===== src/rtl/sfq_pkg.sv =====
`timescale 1ns/1ps
package sfq_pkg;
  // Default sizing shared by the block and its checker.
  localparam int unsigned SFQ_FLOWS_DFLT  = 16;
  localparam int unsigned SFQ_TIME_W_DFLT = 24;
  localparam int unsigned SFQ_LEN_W_DFLT  = 16;

  // Where the finish time for a read came from.
  typedef enum logic [1:0] {
    SRC_CLEARED = 2'd0,
    SRC_TABLE   = 2'd1,
    SRC_BYPASS  = 2'd2
  } fin_src_e;
endpackage


===== src/rtl/sfq_start_calc.sv =====
`timescale 1ns/1ps
module sfq_start_calc #(
  parameter int unsigned TIME_W = 24,
  parameter int unsigned LEN_W  = 16
) (
  input  logic [TIME_W-1:0] stored_finish,
  input  logic [TIME_W-1:0] vtime,
  input  logic [LEN_W-1:0]  pkt_len,
  output logic [TIME_W-1:0] start_time,
  output logic [TIME_W-1:0] next_finish
);
  localparam int unsigned PAD_W = TIME_W + 1 - LEN_W;

  logic [TIME_W:0] sum_wide;

  always_comb begin
    start_time = (stored_finish > vtime) ? stored_finish : vtime;
    sum_wide   = {1'b0, start_time} + {{PAD_W{1'b0}}, pkt_len};
    next_finish = sum_wide[TIME_W] ? {TIME_W{1'b1}} : sum_wide[TIME_W-1:0];
  end
endmodule


===== src/rtl/sfq_finish_table.sv =====
`timescale 1ns/1ps
module sfq_finish_table #(
  parameter int unsigned FLOWS  = 16,
  parameter int unsigned TIME_W = 24,
  parameter int unsigned FLOW_W = 4
) (
  input  logic              clk,
  input  logic              rst,
  input  logic [FLOW_W-1:0] rd_flow,
  output logic [TIME_W-1:0] rd_finish,
  input  logic              wr_en,
  input  logic [FLOW_W-1:0] wr_flow,
  input  logic [TIME_W-1:0] wr_finish
);
  import sfq_pkg::*;

  // Storage without reset so it maps to distributed RAM.
  logic [TIME_W-1:0] mem [FLOWS];
  logic [FLOWS-1:0]  entry_live;

  // Write buffer: the update lands in the array one cycle later.
  logic              wb_vld;
  logic [FLOW_W-1:0] wb_flow;
  logic [TIME_W-1:0] wb_data;

  always_ff @(posedge clk) begin
    if (rst) begin
      wb_vld  <= 1'b0;
      wb_flow <= '0;
      wb_data <= '0;
    end else begin
      wb_vld  <= wr_en;
      wb_flow <= wr_flow;
      wb_data <= wr_finish;
    end
  end

  always_ff @(posedge clk) begin
    if (wb_vld) mem[wb_flow] <= wb_data;
  end

  // One live flag per entry stands in for clearing the array.
  genvar g;
  generate
    for (g = 0; g < FLOWS; g++) begin : g_live
      always_ff @(posedge clk) begin
        if (rst)
          entry_live[g] <= 1'b0;
        else if (wb_vld && (wb_flow == FLOW_W'(g)))
          entry_live[g] <= 1'b1;
      end
    end
  endgenerate

  fin_src_e src;

  always_comb begin
    if (wb_vld && (wb_flow == rd_flow))
      src = SRC_BYPASS;
    else if (entry_live[rd_flow])
      src = SRC_TABLE;
    else
      src = SRC_CLEARED;

    unique case (src)
      SRC_BYPASS: rd_finish = wb_data;
      SRC_TABLE:  rd_finish = mem[rd_flow];
      default:    rd_finish = '0;
    endcase
  end
endmodule


===== src/rtl/sfq_rank_calc.sv =====
`timescale 1ns/1ps
module sfq_rank_calc #(
  parameter int unsigned FLOWS  = sfq_pkg::SFQ_FLOWS_DFLT,
  parameter int unsigned TIME_W = sfq_pkg::SFQ_TIME_W_DFLT,
  parameter int unsigned LEN_W  = sfq_pkg::SFQ_LEN_W_DFLT,
  localparam int unsigned FLOW_W = (FLOWS > 1) ? $clog2(FLOWS) : 1
) (
  input  logic              clk,
  input  logic              rst,
  input  logic              in_valid,
  output logic              in_ready,
  input  logic [FLOW_W-1:0] in_flow,
  input  logic [LEN_W-1:0]  in_len,
  input  logic [TIME_W-1:0] in_vtime,
  output logic              out_valid,
  input  logic              out_ready,
  output logic [TIME_W-1:0] out_rank,
  output logic [FLOW_W-1:0] out_flow
);
  logic              accept;
  logic [TIME_W-1:0] cur_finish;
  logic [TIME_W-1:0] start_time;
  logic [TIME_W-1:0] next_finish;

  assign in_ready = !out_valid || out_ready;
  assign accept   = in_valid && in_ready;

  sfq_finish_table #(
    .FLOWS (FLOWS),
    .TIME_W(TIME_W),
    .FLOW_W(FLOW_W)
  ) table_i (
    .clk      (clk),
    .rst      (rst),
    .rd_flow  (in_flow),
    .rd_finish(cur_finish),
    .wr_en    (accept),
    .wr_flow  (in_flow),
    .wr_finish(next_finish)
  );

  sfq_start_calc #(
    .TIME_W(TIME_W),
    .LEN_W (LEN_W)
  ) calc_i (
    .stored_finish(cur_finish),
    .vtime        (in_vtime),
    .pkt_len      (in_len),
    .start_time   (start_time),
    .next_finish  (next_finish)
  );

  always_ff @(posedge clk) begin
    if (rst) begin
      out_valid <= 1'b0;
      out_rank  <= '0;
      out_flow  <= '0;
    end else begin
      if (accept) begin
        out_valid <= 1'b1;
        out_rank  <= start_time;
        out_flow  <= in_flow;
      end else if (out_ready) begin
        out_valid <= 1'b0;
      end
    end
  end
endmodule


===== config.mk =====
export PLATFORM = sky130hd
export DESIGN_NAME = sfq_rank_calc
export DESIGN_NICKNAME = d
export VERILOG_FILES = /design/src/rtl/sfq_pkg.sv /design/src/rtl/sfq_start_calc.sv /design/src/rtl/sfq_finish_table.sv /design/src/rtl/sfq_rank_calc.sv
export SDC_FILE = /design/constraint.sdc
export NUM_CORES = 1
export LEC_CHECK = 0
export BUFFER_PORTS_ARGS = -buffer_cell sky130_fd_sc_hd__buf_2
export CAP_MARGIN = 20
export CORE_ASPECT_RATIO = 1.25
export CORE_MARGIN = 2
export CORE_UTILIZATION = 55
export DETAILED_ROUTE_END_ITERATION = 10
export PLACE_DENSITY = 0.83
export SLEW_MARGIN = 20
export SYNTH_ARGS = -nofsm -noshare
export SYNTH_HDL_FRONTEND = slang
export SYNTH_SLANG_ARGS = --single-unit

===== constraint.sdc =====
create_clock -name clk -period 14 [get_ports clk]
set_input_delay 4.2 -clock clk [delete_from_list [all_inputs] [get_ports clk]]
set_output_delay 4.2 -clock clk [all_outputs]
set_load 0.03 [all_outputs]

==> out/summary.txt <==
outcome - completed
final net count - 1312
Placed Cells - 1606
Cell Pwr Density - 139 nW/um^2
Mapped Avg Cell Area - 16.6 sq um
Die ar. - 36100 sq um
routability congestion estimate - 0.917
CP Launch Type - input pin
first drt pass iteration count - 7
sw frac - 22.4%
Max Cap Viol - 0
Reg2Reg Depth - 27
setup TNS - 0 ps
Post-synth ARST share - 0%
Sequential Power Share - 53.0%
I/O pin cnt - 78
DRC - 0
area growth from synthesis to layout - 12.7%
Psw - 665 uW
crit path DAT - 11270 ps
RR Endpoint - table_i.wb_data[16]
Peak VDD IR - 0.0000905 V
CTS tree - yes
Post-Syn Area - 19000 sq um
Starting Density - 55.5%
layout cells sized above 1 - 23.7%
GR Overflow Total - 0
Post-CTS Resized - 0
Root Driver - clkbuf_16
syn_nets - 1235
yosys warns - 0
flop2flop setup slack - 7020 ps
worst hold stages - 2
Worst Setup Path Type - input pin to flop
Slew @ Worst Pin - 1140 ps
Fin. Hold Viols - 0
first-pass GRT wire length - 66.6 mm
DR iter-0 viols - 1313
Post-CTS Setup Bufs - 0
register area share after synthesis - 68.5%
wire length per cell - 26.1 microns
number of synthesized flops with an enable pin - 384
top post-synthesis cells by area - edfxtp_1 (61%), mux4_2 (12%), dfxtp_1 (7.8%), ha_1 (2.6%), mux2i_1 (2.3%)
Post-CTS Hold Fix Bufs - 0
Critical Path RT - 14460 ps
Clock Tree Buf Depth - 3
die height - 212 microns
DIE WIDTH - 170 microns
CTS Buf Count - 41
routed vias/inst - 6.52
Synth area leader - edfxtp_1
Max-slew headroom - 23.9%
Post-Syn Instances - 1146
leakage power total - 7.64 nW
Core Area - 34200 sq um
crit share post-route - 77.2%
Worst Hold End - out_flow[3]
hold_sp - out_flow[3]
largest net degree at the start of global routing - 76
reg-to-reg startpoint - table_i.wb_flow[2]
fmax - 0.0925 GHz
clock power share - 40.3%
Buffers on Ports - 77
Worst Setup End Kind - flop
Hold Path Class - flop to flop
vias in the first global route - 11335
final setup fails - 0
max-slew violation count - 0
initial antenna violation count - 0
internal power - 2.31 mW
dpl hpwl - 25.5 mm
Setup Skew - 23.8 ps
Non-Filler Instances - 1685
Rows - 76
clk slew on worst S/H paths - 70 ps
Post-synth top flop - edfxtp_1
fraction of synthesized cell area taken by the top area cell type - 60.7%
Antenna Cells - 0
combinational group share of total power - 6.7%
register bit total from synthesis - 458
CTS H-tree depth - 2
Total Routing Usage GR - 25.0%
CTS sink cnt - 458
Pwr Total - 2.98 mW
Max FO, Critical Path - 52
Synth cell types - 60
RSZ-0062 raised after global routing - no
fill count - 2279
Routed Antenna Nets - 0
final wirelength - 44.0 mm
Final min period - 10810 ps
worst skew pair latency - 560 ps
routed via count - 10988
worst max-delay path: stages:
cell and delay, ps:
buf_6 520, buf_12 420, mux4_2 550, nor2b_1 150, a211oi_1 260, a21oi_1 80, a22o_1 270, ha_1 270
and3_1 200, a221o_1 330, a221oi_1 240, o21ai_1 170, o21ai_4 430, nand2_1 100, o21ai_1 130, ha_1 200
inv_1 50, fa_1 400, nor2b_1 130, o21a_1 130, o21ai_0 110, a21oi_1 230, o21ai_0 190, and3_1 240
nor4_4 470, nand2_2 400, a21oi_1 270
metrics by stage:
step | setup slack [ps] | cell area [sq um] | hold slack, ps | util [%]
2_1_floorplan | 3020 | 19000 | 435 | -
5_1_grt | 2710 | 21400 | 486 | 62.6
4_1_cts | 3240 | 21300 | 456 | 62.4
6_report | 3190 | 21400 | 453 | 62.6
3_3_place_gp | 2860 | 19900 | 440 | 58.1
3_5_place_dp | 2750 | 19900 | 447 | 58.1
cells in the final DEF (no fill, tap or decap), types with 17 or more instances in the layout:
| cell type | netlist | layout |
|---|---|---|
| edfxtp_1 | 384 | 384 |
| mux4_2 | 100 | 100 |
| nor2_1 | 110 | 98 |
| a21oi_1 | 83 | 83 |
| buf_2 | 17 | 74 |
| dfxtp_1 | 74 | 74 |
| mux2i_1 | 43 | 43 |
| clkbuf_16 | 0 | 43 |
| ha_1 | 40 | 40 |
| inv_1 | 31 | 31 |
| nor2b_1 | 23 | 23 |
| a211oi_1 | 20 | 20 |
| nand2_1 | 19 | 19 |
| xor2_1 | 17 | 17 |
| buf_4 | 2 | 17 |
layout make-up:
| cell class | instances | area [sq um] | area share (%) |
|---|---|---|---|
| clock inverters | 22 | 262 | 1.22 |
| flip-flops and latches | 458 | 13000 | 60.8 |
| multi-input cells | 595 | 5690 | 26.6 |
| repair buffers | 96 | 604 | 2.82 |
| clock buffers | 54 | 1200 | 5.59 |
| inverters | 31 | 116 | 0.543 |
| well taps | 429 | 537 | 2.51 |
cell families after synthesis:
logic type,count (synthesis),share of synthesized area (%)
xor+xnor,22,1.01
fa+ha+maj,41,2.74
compound gates,180,6.16
flops,458,68.5
simple gates,205,5.07
buf+inv,93,2.17
mux,147,14.4
synth_stat cells, types with 3 or more instances:
| cell type | n |
|---|---|
| o41ai_1 | 4 |
| o21ai_0 | 6 |
| nand3_1 | 15 |
| mux2i_1 | 43 |
| a211oi_1 | 20 |
| xor2_1 | 17 |
| nor3_1 | 7 |
| a22o_1 | 15 |
| nand2_1 | 19 |
| ha_1 | 40 |
| o22ai_1 | 15 |
| clkbuf_1 | 32 |
| buf_6 | 3 |
| o21a_1 | 3 |
| buf_1 | 7 |
| dfxtp_1 | 74 |
| mux4_2 | 100 |
| a221o_1 | 3 |
| and3_1 | 5 |
| nand4_1 | 7 |
| o41ai_2 | 3 |
| edfxtp_1 | 384 |
| nor2b_1 | 23 |
| a21o_1 | 10 |
| inv_1 | 31 |
| nor2_1 | 110 |
| o21ai_1 | 3 |
| xnor2_1 | 5 |
| a21oi_1 | 83 |
| buf_2 | 17 |
| nand2b_1 | 6 |
worst max path at each step:
| stage | startpoint | end |
|---|---|---|
| 6_report | in_flow[0] | table_i.wb_data[16] |
| 5_1_grt | in_flow[0] | table_i.wb_data[16] |
| 4_1_cts | in_flow[0] | table_i.wb_data[16] |
| 3_5_place_dp | in_flow[0] | table_i.wb_data[16] |
| 3_3_place_gp | in_flow[0] | table_i.wb_data[23] |
| 2_1_floorplan | in_flow[0] | table_i.wb_data[17] |
flip-flops by register name, indices dropped and copies added (netlist names):
name	flops
out_valid	1
table_i.wb_data	24
table_i.entry_live	16
out_rank	24
table_i.wb_flow	4
table_i.wb_vld	1
out_flow	4
table_i.mem	384
power groups by stage:
stage / logic (mW) / clock network (mW) / registers (mW)
global route: 0.215 / 1.25 / 1.58
global placement: 0.191 / 0 / 1.60
detailed placement: 0.194 / 0 / 1.60
CTS: 0.197 / 1.21 / 1.57
floorplan: 0.134 / 0 / 1.59
finish: 0.199 / 1.20 / 1.58
metal layers:
| metal | global-route usage (%) | vias up | share of wire [%] | routed length [microns] |
|---|---|---|---|---|
| li1 | - | 4662 | - | - |
| met1 | 31.5 | 5474 | 37 | 16100 |
| met2 | 42.6 | 721 | 50 | 22100 |
| met3 | 4.28 | 131 | 9.3 | 4110 |
| met4 | 11.0 | 0 | 3.9 | 1720 |
| met5 | 0 | - | 0 | 0 |
No activity file was read; power rests on OpenSTA's default activity.
